`config.mk`:
```
export PLATFORM = sky130hd
export DESIGN_NAME = pcfg_cycle_gen
export DESIGN_NICKNAME = d
export VERILOG_FILES = /design/src/rtl/pcfg_pkg.sv /design/src/rtl/pcfg_decode.sv /design/src/rtl/pcfg_lanes.sv /design/src/rtl/pcfg_seq.sv /design/src/rtl/pcfg_cycle_gen.sv
export SDC_FILE = /design/constraint.sdc
export NUM_CORES = 1
export LEC_CHECK = 0
export ABC_AREA = 0
export CAP_MARGIN = 15
export CORE_AREA = 2 2 121 123
export DETAILED_ROUTE_END_ITERATION = 10
export DIE_AREA = 0 0 123 125
export GPL_ROUTABILITY_DRIVEN = 0
export GPL_TIMING_DRIVEN = 0
export PLACE_DENSITY_LB_ADDON = 0.15
export SYNTH_ARGS = -nofsm -noshare
export SYNTH_HDL_FRONTEND = slang
export SYNTH_SLANG_ARGS = --single-unit
export TNS_END_PERCENT = 1
```
`constraint.sdc`:
```
create_clock -name clk -period 1.75 [get_ports clk]
set_input_delay 0.35 -clock clk [delete_from_list [all_inputs] [get_ports clk]]
set_output_delay 0.35 -clock clk [all_outputs]
set_load 0.005 [all_outputs]
```
`src/rtl/pcfg_pkg.sv`:
```
package pcfg_pkg;
  localparam int BUS_W    = 8;
  localparam int DEV_W    = 5;
  localparam int FN_W     = 3;
  localparam int OFF_W    = 8;
  localparam int SZ_W     = 2;
  localparam int PAD_W    = 3;
  localparam int DATA_W   = 32;
  localparam int LANES    = DATA_W / 8;
  localparam int LANE_W   = $clog2(LANES);
  localparam int SZ_LSB   = PAD_W;
  localparam int OFF_LSB  = SZ_LSB + SZ_W;
  localparam int FN_LSB   = OFF_LSB + OFF_W;
  localparam int DEV_LSB  = FN_LSB + FN_W;
  localparam int BUS_LSB  = DEV_LSB + DEV_W;
  localparam int CPU_AW   = BUS_LSB + BUS_W;
  localparam int SEL_LO   = FN_W + OFF_W;
  localparam int SEL_N    = DATA_W - SEL_LO;

  typedef enum logic [SZ_W-1:0] {
    SZ_BYTE  = 2'b00,
    SZ_WORD  = 2'b01,
    SZ_RSVD  = 2'b10,
    SZ_DWORD = 2'b11
  } size_e;

  typedef struct packed {
    logic [BUS_W-1:0] bus;
    logic [DEV_W-1:0] dev;
    logic [FN_W-1:0]  fn;
    logic [OFF_W-1:0] off;
    size_e            size;
    logic [PAD_W-1:0] pad;
  } cfg_fields_t;

  function automatic cfg_fields_t f_split(input logic [CPU_AW-1:0] a);
    return cfg_fields_t'(a);
  endfunction

  function automatic logic [LANES-1:0] f_byte_en(input size_e sz,
                                                 input logic [LANE_W-1:0] lane);
    case (sz)
      SZ_BYTE: return LANES'(1) << lane;
      SZ_WORD: return LANES'(3) << lane;
      default: return '1;
    endcase
  endfunction

  function automatic logic [DATA_W-1:0] f_type1_addr(input logic [BUS_W-1:0] bus,
                                                     input logic [DEV_W-1:0] dev,
                                                     input logic [FN_W-1:0]  fn,
                                                     input logic [OFF_W-1:0] off);
    return {{(DATA_W-BUS_W-DEV_W-SEL_LO){1'b0}}, bus, dev, fn, off[OFF_W-1:2], 2'b01};
  endfunction

  function automatic logic [DATA_W-1:0] f_lane_up(input logic [DATA_W-1:0] d,
                                                  input logic [LANE_W-1:0] lane);
    return d << {lane, 3'b000};
  endfunction

  function automatic logic [DATA_W-1:0] f_lane_down(input logic [DATA_W-1:0] d,
                                                    input logic [LANE_W-1:0] lane);
    return d >> {lane, 3'b000};
  endfunction
endpackage

```
`src/rtl/pcfg_decode.sv`:
```
module pcfg_decode
  import pcfg_pkg::*;
(
  input  logic [CPU_AW-1:0] cpu_addr,
  input  logic [1:0]        cfg_mode,
  input  logic [DATA_W-1:0] cpu_wdata,
  output logic [DATA_W-1:0] dec_addr,
  output logic [LANES-1:0]  dec_be,
  output logic [DATA_W-1:0] dec_wdata,
  output logic [LANE_W-1:0] dec_lane,
  output logic              dec_type1,
  output logic              dec_reject
);
  cfg_fields_t       f;
  logic [SEL_N-1:0]  idsel;
  logic              bad_form;
  logic              bad_mode;

  assign f = f_split(cpu_addr);

  for (genvar g = 0; g < SEL_N; g++) begin : g_idsel
    assign idsel[g] = (f.dev == DEV_W'(g));
  end

  assign dec_lane  = f.off[LANE_W-1:0];
  assign dec_type1 = (f.bus != '0);
  assign bad_form  = (f.size == SZ_RSVD) || (f.pad != '0);
  assign bad_mode  = dec_type1 && (cfg_mode != 2'b01);
  assign dec_reject = bad_form || bad_mode;

  always_comb begin
    if (dec_type1) dec_addr = f_type1_addr(f.bus, f.dev, f.fn, f.off);
    else           dec_addr = {idsel, f.fn, f.off[OFF_W-1:2], 2'b00};
  end

  assign dec_be    = f_byte_en(f.size, dec_lane);
  assign dec_wdata = f_lane_up(cpu_wdata, dec_lane);
endmodule

```
`src/rtl/pcfg_lanes.sv`:
```
module pcfg_lanes
  import pcfg_pkg::*;
(
  input  logic [DATA_W-1:0] pci_rdata,
  input  logic [LANE_W-1:0] lane,
  input  logic              mabort,
  output logic [DATA_W-1:0] rsp_data
);
  assign rsp_data = mabort ? '1 : f_lane_down(pci_rdata, lane);
endmodule

```
`src/rtl/pcfg_seq.sv`:
```
module pcfg_seq
  import pcfg_pkg::*;
(
  input  logic              clk,
  input  logic              rst_n,
  input  logic              cpu_req,
  input  logic              cpu_we,
  input  logic [DATA_W-1:0] dec_addr,
  input  logic [LANES-1:0]  dec_be,
  input  logic [DATA_W-1:0] dec_wdata,
  input  logic [LANE_W-1:0] dec_lane,
  input  logic              dec_type1,
  input  logic              dec_reject,
  input  logic              pci_ack,
  input  logic              pci_mabort,
  input  logic [DATA_W-1:0] rsp_data,
  output logic [LANE_W-1:0] lane_q,
  output logic              busy,
  output logic              done_q,
  output logic              err_q,
  output logic [DATA_W-1:0] rdata_q,
  output logic              pci_req_q,
  output logic              type1_q,
  output logic              we_q,
  output logic [DATA_W-1:0] addr_q,
  output logic [LANES-1:0]  be_q,
  output logic [DATA_W-1:0] wdata_q,
  output logic              accept_evt,
  output logic              finish_evt
);
  typedef enum logic [1:0] {S_IDLE, S_ISSUE, S_RESP} state_e;
  state_e state;

  assign busy       = (state != S_IDLE);
  assign accept_evt = (state == S_IDLE) && cpu_req;
  assign finish_evt = (state == S_ISSUE) && pci_ack;

  always_ff @(posedge clk or negedge rst_n) begin
    if (!rst_n) begin
      state     <= S_IDLE;
      done_q    <= 1'b0;
      err_q     <= 1'b0;
      rdata_q   <= '0;
      pci_req_q <= 1'b0;
      type1_q   <= 1'b0;
      we_q      <= 1'b0;
      addr_q    <= '0;
      be_q      <= '0;
      wdata_q   <= '0;
      lane_q    <= '0;
    end else begin
      done_q <= 1'b0;
      case (state)
        S_IDLE: begin
          if (accept_evt) begin
            if (dec_reject) begin
              state   <= S_RESP;
              done_q  <= 1'b1;
              err_q   <= 1'b1;
              rdata_q <= '1;
            end else begin
              state     <= S_ISSUE;
              pci_req_q <= 1'b1;
              type1_q   <= dec_type1;
              we_q      <= cpu_we;
              addr_q    <= dec_addr;
              be_q      <= dec_be;
              wdata_q   <= dec_wdata;
              lane_q    <= dec_lane;
            end
          end
        end
        S_ISSUE: begin
          if (finish_evt) begin
            state     <= S_RESP;
            pci_req_q <= 1'b0;
            done_q    <= 1'b1;
            err_q     <= pci_mabort;
            rdata_q   <= rsp_data;
          end
        end
        default: state <= S_IDLE;
      endcase
    end
  end
endmodule

```
`src/rtl/pcfg_cycle_gen.sv`:
```
module pcfg_cycle_gen
  import pcfg_pkg::*;
(
  input  logic              clk,
  input  logic              rst_n,
  input  logic [1:0]        cfg_mode,
  input  logic              cpu_req,
  input  logic              cpu_we,
  input  logic [CPU_AW-1:0] cpu_addr,
  input  logic [DATA_W-1:0] cpu_wdata,
  output logic              cpu_busy,
  output logic              cpu_done,
  output logic              cpu_err,
  output logic [DATA_W-1:0] cpu_rdata,
  output logic              pci_req,
  output logic              pci_type1,
  output logic              pci_we,
  output logic [DATA_W-1:0] pci_addr,
  output logic [LANES-1:0]  pci_be,
  output logic [DATA_W-1:0] pci_wdata,
  input  logic              pci_ack,
  input  logic              pci_mabort,
  input  logic [DATA_W-1:0] pci_rdata
);
  logic [DATA_W-1:0] dec_addr, dec_wdata, rsp_data;
  logic [LANES-1:0]  dec_be;
  logic [LANE_W-1:0] dec_lane, lane_q;
  logic              dec_type1, dec_reject;
  logic              accept_evt, finish_evt;

  pcfg_decode u_decode (
    .cpu_addr  (cpu_addr),
    .cfg_mode  (cfg_mode),
    .cpu_wdata (cpu_wdata),
    .dec_addr  (dec_addr),
    .dec_be    (dec_be),
    .dec_wdata (dec_wdata),
    .dec_lane  (dec_lane),
    .dec_type1 (dec_type1),
    .dec_reject(dec_reject)
  );

  pcfg_lanes u_lanes (
    .pci_rdata(pci_rdata),
    .lane     (lane_q),
    .mabort   (pci_mabort),
    .rsp_data (rsp_data)
  );

  pcfg_seq u_seq (
    .clk       (clk),
    .rst_n     (rst_n),
    .cpu_req   (cpu_req),
    .cpu_we    (cpu_we),
    .dec_addr  (dec_addr),
    .dec_be    (dec_be),
    .dec_wdata (dec_wdata),
    .dec_lane  (dec_lane),
    .dec_type1 (dec_type1),
    .dec_reject(dec_reject),
    .pci_ack   (pci_ack),
    .pci_mabort(pci_mabort),
    .rsp_data  (rsp_data),
    .lane_q    (lane_q),
    .busy      (cpu_busy),
    .done_q    (cpu_done),
    .err_q     (cpu_err),
    .rdata_q   (cpu_rdata),
    .pci_req_q (pci_req),
    .type1_q   (pci_type1),
    .we_q      (pci_we),
    .addr_q    (pci_addr),
    .be_q      (pci_be),
    .wdata_q   (pci_wdata),
    .accept_evt(accept_evt),
    .finish_evt(finish_evt)
  );
endmodule

```
======== Word level (Yosys, flattened, before mapping) ========
Index checks and enable logic that the tools add are counted.
cells by class
  equal/unequal tests ..................... 28
  shift-type cells ........................ 4
  muxes and demuxes ....................... 23
  bitwise operators ....................... 1
  reductions and logical operators ........ 16
operators by type and width
  kind                 number
  $mux 32              5
  $pmux 32 s2          1
  $eq 5x4->1 const B   8
  $shl 32x5->32        1
  $shr 32x5->32        1
  $eq 5x5->1 const B   5
  $eq 5x3->1 const B   4
  $eq 5x2->1 const B   2
  $mux 1               9
  $ne 2x2->1 const B   4
  $pmux 4 s2           1
  $reduce_and 4->1     2
  $reduce_bool 8->1    1
  $mux 2               3
  $pmux 1 s2           3
  $eq 5x1->1 const B   1
  $logic_not 5->1      1
  $eq 2x1->1 const B   2
  $logic_not 2->1      2
  $pmux 2 s2           1
  $reduce_bool 2->1    2
  $shl 1x2->4 const A  1
  $shl 2x2->4 const A  1
  $logic_and 1x1->1    3
  7 further kinds      8
storage, ports and cells
  flip-flop bits (word level) ............. 109
  output and inout port bits .............. 106
  logic and storage cells ................. 83

======== Depth between registers and ports, before layout ========
Gate-level depths: netlist (run 1).
  word-level depth ........................ 6
  depth in mapped cells ................... 7
  mapped depth without buffers ............ 4

======== Modules after synthesis ========
From an unflattened synthesis (run 1), not the netlist that was laid out.
unflattened totals
  cell total of the unflattened synthesis .. 480
  area, all modules ....................... 5676.7 um^2
modules (own cells, without submodules)
  module       times used  cells an instance  area an instance (um^2)
  pcfg_seq     1           244                4027.6
  pcfg_decode  1           158                1023.5
  pcfg_lanes   1           78                 625.6

======== Worst setup path after synthesis (run 1) ========
Ideal clock, no wire load.
  kind .................................... input to register
  from .................................... in cpu_addr[26]
  to ...................................... reg u_seq.addr_q[10]
  arrival time ............................ 1.894 ns
  data required time ...................... 1.625 ns
  slack ................................... -0.269 ns
  stages on the path ...................... 7
  cells stage by stage .................... or4_4 o22ai_4 and2_1 buf_4 buf_12 buf_12 mux2_4
on the way
  word-level cells in the longest chain between the ends .. 5
ends and longest elaborated chain
  element                     line                 RTL
  start: declaration          pcfg_cycle_gen.sv:9  input logic [CPU_AW-1:0] cpu_addr,
  $reduce_bool 8->1           pcfg_decode.sv:26    assign dec_type1 = (f.bus != '0);
  $logic_and 1x1->1           pcfg_decode.sv:28    assign bad_mode = dec_type1 && (cfg_mode != 2'b01);
  $logic_or 1x1->1            pcfg_decode.sv:29    assign dec_reject = bad_form || bad_mode;
  $not 1->1 (no line)         n/a
  $reduce_and 3->1 (no line)  n/a
  end signal: assignment      pcfg_seq.sv:66       addr_q <= dec_addr;
  end: declaration            pcfg_seq.sv:25       output logic [DATA_W-1:0] addr_q,
Every way passes these cells.
A chain may end at the register's enable or synchronous reset.

======== Worst setup path in the final report (run 1) ========
  from .................................... reg u_seq.state[1]
  to ...................................... reg u_seq.addr_q[20]
on the way
  word-level cells in the longest chain between the ends .. 3
ends and longest elaborated chain
  element                       line                            RTL
  start: declaration            pcfg_seq.sv:32                  state_e state;
  start signal: assignment      pcfg_seq.sv:40                  state <= S_IDLE;
  start signal: assignment      pcfg_seq.sv:57                  state <= S_RESP;
  start signal: assignment      pcfg_seq.sv:62                  state <= S_ISSUE;
  $logic_not 2->1 *             pcfg_seq.sv:35, pcfg_seq.sv:53
  $logic_and 1x1->1             pcfg_seq.sv:35                  assign accept_evt = (state == S_IDLE) && cpu_req;
  $reduce_and 3->1 (no line) *  n/a
Every way passes the cells marked *; elsewhere a longest branch is shown, timed or not.

==> results by group, run 1 <==
Clock network
  – CTS H-Tree Depth: 3
  – CTS clk-pin slew, worst paths: 70 ps
  – CTS tree: built
  – Num CTS Buffers: 9
  – Clock tree sinks: between 100 and 150
  – Clk buf depth: 2
  – Latest clock arrival within the worst-skew pair: between 300 and 400 ps
  – CTS Hold Bufs: 0
  – Clock root buffer: clkbuf_16

Cells and area
  – # nets final: 832
  – Fin area: 8360 um^2
  – Commonest non-fill, non-tap cell in the layout: clkdlybuf4s50_1
  – Fin cells: 919
  – Synthesis-to-layout area growth: 48.6%
  – Ant diodes: 0
  – Layout cells sized above 1: ~20%
  – Most frequent cells in the layout: clkdlybuf4s50_1, dfrtp_1, mux2i_1, mux2_2, a21oi_1

Synthesis
  – Register area share after synthesis: 47.6%
  – Post-Syn Area per Cell: 11.1 um^2
  – Cells after Synth: 507
  – Yosys warning count: 0
  – Syn nets: 608
  – Library cells used by synthesis: 40
  – Post-synthesis cell area: ~5600 um^2
  – Synth Register Bits: roughly 110

Setup path
  – Crit path DAT: about 2100 ps
  – Crit path kind: reg -> reg
  – Startpoint Class: register
  – Setup crit end kind: register
  – Worst Path Max Fanout: 5
  – Req. time, crit path: 1980 ps

Drt
  – Top Layer Used: met4
  – Number of nets with antenna violations after detailed routing: 0
  – Met1 wire length: slightly below 7000 um
  – Iteration-0 DRC count of the detailed router: approximately 350
  – Drt first pass iters: 4
  – Vias after detailed routing: 4802
  – Met3 wire len: between 1000 and 1500 um
  – Final WL: 16700 um
  – DRC viols: 0
  – Met2 wire length: approximately 8100 um
  – Vias per inst: 5.23
  – WL/cell: 18.2 um

Floorplan
  – Core box area: 14200 um^2
  – Total die area: 15400 um^2
  – Row count: 44
  – # IOs: 207
  – Die W: roughly 120 um
  – Die Y: ~130 um
  – Initial core utilization: 39.6%

Timing
  – Setup TNS: -1100 ps
  – FMAX: between 500 and 600 MHz
  – Post-route clock skew: between 3 and 4 ps
  – Crit share post-route: 104%
  – Final Max Slew Viols: 0
  – Unrepaired setup endpoints after global routing: yes
  – Hold Vio Cnt, Final: 0
  – Final min period: between 1500 and 2000 ps
  – Worst-Margin Slew: 743 ps
  – Setup-failing EPs final: 39
  – Final Worst Setup Slack: -76.3 ps
  – Max-slew headroom: 50.5%

Global route
  – First-pass GRT wire length: 26600 um
  – Vias in the first global route: 5125
  – GRT overflow: 0
  – Largest net degree at the start of global routing: 55
  – Initial antenna violation count: 0
  – GRT Overall Usage: 22.1%

Placed design
  – Placed insts: 895
  – Pre-CTS setup slack: -898 ps
  – Hpwl dp: 12200 um
  – DP Area: 7920 um^2
  – IO buf count: a little over 200

Power
  – Power per cell area: 767 nW/um^2
  – Design Power: 6.41 mW
  – Leakage power: 3.60 nW
  – VDD IR-drop max: 392 uV

Worst hold path
  – HP Class: in -> async

Outcome
  – Outcome: finished, violations left
  – Failing checks: setup timing

Flow run
  – Number of max-cap violations: 0
## power breakdown
part	leakage [nW]	total, mW	internal [mW]	switching [mW]
clock network	0.124	1.91	0.996	0.916
registers	1.24	2.85	2.71	0.136
logic	2.24	1.65	0.987	0.666
total	3.60	6.41	4.69	1.72
## path summary, 6_finish.rpt
check,startpoint,to,slack (ps),cells after the start
min reg2reg,u_seq.addr_q[30],u_seq.addr_q[30],500,1
min,rst_n,u_seq.rdata_q[31],50,1
max reg2reg,u_seq.state[1],u_seq.addr_q[20],-80,7
max,u_seq.state[1],u_seq.addr_q[20],-80,7
min in group clk,cpu_addr[22],u_seq.addr_q[17],330,3
max in group asynchronous,rst_n,u_seq.wdata_q[16],980,2
## cell type report
type | count | area (um^2)
Buffer | 35 | 245
Clock buffer | 11 | 243
Multi-Input combinational cell | 330 | 2660
Inverter | 33 | 124
Tap cell | 184 | 230
Timing Repair Buffer | 215 | 2150
Clock inverter | 4 | 27.5
Fill cell | 1252 | 5850
Sequential cell | 107 | 2680
## through the flow
| stage | hold slack [ps] | util [%] |
|---|---|---|
| after detailed placement | 460 | 55.7 |
| final | 51.6 | 58.8 |
| after global routing | 106 | 58.8 |
| after global placement | 477 | 55.5 |
| after floorplan | 54.4 | - |
| after CTS | 86.5 | 58.7 |
## routing by layer
layer | up-vias | GRT usage (%)
met3 | 30 | 5.79
met4 | 0 | 9.43
met1 | 2368 | 27.8
met5 | - | 0
li1 | 2225 | -
met2 | 179 | 35.9
## critical path, cell delays in order, from the launching register on
cell	delay [ps]
dfrtp_1	420
nor3b_2	220
nor3b_2	220
and2_4	200
buf_12	130
buf_12	100
buf_12	110
mux2_4	290
## cell usage after synthesis
library cell	count	area (um^2)
dfrtp_1	107	2680
nand2b_1	2	12.5
mux2_2	55	619
nand3b_1	1	7.51
nor2_1	21	78.8
nand4_1	4	25.0
a31oi_1	2	12.5
o21bai_1	3	22.5
buf_6	1	11.3
o21ai_0	29	145
nor2_2	1	6.26
buf_1	4	15.0
o2bb2ai_1	3	26.3
mux2_4	17	255
a22o_1	1	8.76
a21oi_2	1	8.76
and3b_1	1	8.76
o32ai_1	1	8.76
buf_4	6	45.0
and2_1	1	6.26
nor4_1	3	18.8
or2_2	1	6.26
buf_12	3	60.1
nand2_1	30	113
conb_1	1	3.75
clkbuf_1	20	75.1
a41o_1	5	50.1
or4_4	2	22.5
inv_1	33	124
or3_1	2	12.5
a21oi_1	36	180
o22ai_4	1	20.0
nor3_1	5	25.0
mux2i_1	60	601
a211o_1	8	70.1
nor3b_1	2	15.0
a211oi_1	8	60.1
buf_2	3	15.0
nor2b_1	20	125
or3b_2	3	26.3
## flip-flops by register name, indices dropped and copies added, names as in the netlist
register and cells:
u_seq.addr_q 31, u_seq.be_q 4, u_seq.done_q 1, u_seq.err_q 1, u_seq.lane_q 2, u_seq.pci_req_q 1
u_seq.rdata_q 32, u_seq.state 2, u_seq.wdata_q 32, u_seq.we_q 1
## kinds of logic after synthesis
family,Yosys count,share of synthesized area (%)
compound gates,98,10.9
buf+inv,70,6.14
flops,107,47.6
mux,132,26.2
other cells,1,0.0667
simple gates,99,9.05
## timing repair
action,4_1_cts,5_1_grt
gates cloned,1,0
endpoints found under the setup margin,105,100
resized for setup,64,11
buffers inserted,11,0
pin swaps,9,5
Power figures use the tool's default switching activity.
==> run 2, diff against run 1 <==
--- a/config.mk
+++ b/config.mk
@@ -7,12 +7,15 @@
 export LEC_CHECK = 0
 export ABC_AREA = 0
 export CAP_MARGIN = 15
-export CORE_AREA = 2 2 121 123
+export CELL_PAD_IN_SITES_DETAIL_PLACEMENT = 0
+export CELL_PAD_IN_SITES_GLOBAL_PLACEMENT = 1
+export CORE_AREA = 2 2 138 140
 export DETAILED_ROUTE_END_ITERATION = 10
-export DIE_AREA = 0 0 123 125
+export DIE_AREA = 0 0 140 142
 export GPL_ROUTABILITY_DRIVEN = 0
 export GPL_TIMING_DRIVEN = 0
 export PLACE_DENSITY_LB_ADDON = 0.15
+export REMOVE_ABC_BUFFERS = 1
 export SYNTH_ARGS = -nofsm -noshare
 export SYNTH_HDL_FRONTEND = slang
 export SYNTH_SLANG_ARGS = --single-unit
==> run 2 against run 1 <==
  * The flow finishes with violations (DRC, setup timing)
  * Sequential share of layout area fell by 1.9 points
  * Sequential cell count did not move
  * Largest power group unchanged
  * Critical path depth did not move
  * Routed wire length rose by 3.6%
  * Count of clock-buffer cells in the layout fell by 2
  * Sequential power rose by 1%
  * Design area rose by 6.3%
  * Register-to-register slack got worse by 30 ps
  * Critical path type unchanged
  * Maximum frequency fell by 1.5%
  * Final cell count rose by 5.1%
  * Clock skew rose by 4.8 ps
==> results by group, run 2 (synthesis gave the netlist of run 1 again) <==
Outcome
  – Outcome: finished, violations left
  – Failing checks: DRC, setup timing

Setup path
  – Worst Path Max Fanout: 7
  – Crit path DAT: between 2000 and 2500 ps
  – Startpoint Class: register
  – Req. time, crit path: 1990 ps
  – Crit path kind: reg -> reg
  – Setup crit end kind: register

Floorplan
  – Total die area: 19900 um^2
  – Initial core utilization: 30.5%
  – Row count: 50
  – # IOs: 207
  – Core box area: 18500 um^2
  – Die Y: ~140 um
  – Die W: 140 um

Timing
  – FMAX: 539 MHz
  – Crit share post-route: 106%
  – Unrepaired setup endpoints after global routing: yes
  – Hold Vio Cnt, Final: 0
  – Worst-Margin Slew: 928 ps
  – Setup-failing EPs final: 56
  – Final Max Slew Viols: 0
  – Max-slew headroom: 38.1%
  – Final min period: ~1900 ps
  – Post-route clock skew: 8.64 ps
  – Final Worst Setup Slack: -104 ps

Cells and area
  – Commonest non-fill, non-tap cell in the layout: clkdlybuf4s50_1
  – Fillers: 1706
  – # nets final: 827
  – Layout cells sized above 1: between 20 and 25%
  – Largest regs: u_seq.rdata_q: 32 flops, u_seq.wdata_q: 32 flops, u_seq.addr_q: 31 flops
  – Most frequent cells in the layout: clkdlybuf4s50_1, dfrtp_1, mux2i_1, mux2_4, a21oi_1
  – Synthesis-to-layout area growth: 57.9%
  – Final core occ: 48.1%

Clock network
  – Clk buf depth: 2
  – CTS H-Tree Depth: 3
  – Clock tree sinks: 107
  – CTS tree: built
  – Latest clock arrival within the worst-skew pair: 350 ps
  – CTS clk-pin slew, worst paths: 80 ps
  – Clock root buffer: clkbuf_16
  – Num CTS Buffers: 9

Global route
  – GRT Overall Usage: ~17%
  – Largest net degree at the start of global routing: 89
  – Initial antenna violation count: 1
  – Vias in the first global route: 4799
  – First-pass GRT wire length: 27100 um
  – GRT overflow: 0

Placed design
  – IO buf count: 205
  – Pre-CTS setup slack: -1140 ps
  – Hpwl dp: ~11000 um

Drt
  – DRC viols: 13
  – Number of nets with antenna violations after detailed routing: 0
  – WL/cell: 18.0 um
  – Final WL: 17400 um
  – Iteration-0 DRC count of the detailed router: 224
  – Vias after detailed routing: ~4600
  – Vias per inst: 4.80
  – Drt first pass iters: 8

Power
  – Leakage power: 3.79 nW
  – Power per cell area: 791 nW/um^2
  – VDD IR-drop max: around 550 uV

Flow run
  – Number of max-cap violations: 0

Worst hold path
  – HP Class: in -> reg
-- run 2: per-stage QoR --
stage          TNS, ps  area, um^2  hold WS, ps  cells  total power [mW]
2_1_floorplan  -137780        5400         54.4    470              3.47
3_3_place_gp   -715890        7750          477    909              4.47
3_5_place_dp    -96600        7890          218    915              4.53
4_1_cts          -5510        8790          326    961              7.11
5_1_grt          -8490        8880          366    966              7.40
6_report         -3820        8880          344    966              7.03
-- run 2: layout make-up --
cell class	count	area [um^2]	share of cell area (%)
Multi-Input combinational cell	331	2810	31.6
Sequential cell	107	2680	30.2
Timing Repair Buffer	244	2630	29.6
Tap cell	234	293	3.30
Clock buffer	9	225	2.54
Inverter	33	124	1.39
Clock inverter	7	123	1.38
Antenna cell	1	2.50	0.0282
-- run 2: power by group --
group / total (mW) / switching [mW] / internal (mW)
Sequential: 2.89 / 0.182 / 2.71
Combinational: 1.72 / 0.638 / 1.08
Clock: 2.42 / 1.01 / 1.41
-- run 2: final timing paths --
check,to,slack (ps),start,cells after the start
worst max-delay path,u_seq.addr_q[28],-100,u_seq.state[0],7
worst min-delay path,u_seq.addr_q[19],340,cpu_addr[24],3
worst max register to register,u_seq.addr_q[28],-100,u_seq.state[0],7
worst min register to register,u_seq.addr_q[31],500,u_seq.addr_q[31],1
max in group asynchronous,u_seq.lane_q[1],620,rst_n,3
min in group asynchronous,u_seq.rdata_q[7],410,rst_n,2
-- run 2: per-layer routing --
metal / vias up / track usage, % / wire, um
li1: 2223 / - / -
met3: 7 / 5.96 / 1310
met2: 141 / 27.9 / 8200
met4: 0 / 3.35 / 137
met5: - / 0 / 0
met1: 2265 / 22.8 / 7700
-- run 2: what timing repair did --
item	in CTS	in global routing
endpoints found under the setup margin	105	99
resized for setup	87	16
pin swaps	7	4
hold endpoints to repair	19	0
hold buffers	1	0
setup buffers	22	6
cloned	7	1
-- run 2: worst max-delay path, cell delays in order (launching register included) --
cell,delay [ps]
dfrtp_1,420
nor3b_2,240
nor3b_2,220
and2_4,190
buf_12,110
buf_8,110
clkbuf_16,150
mux2_4,300
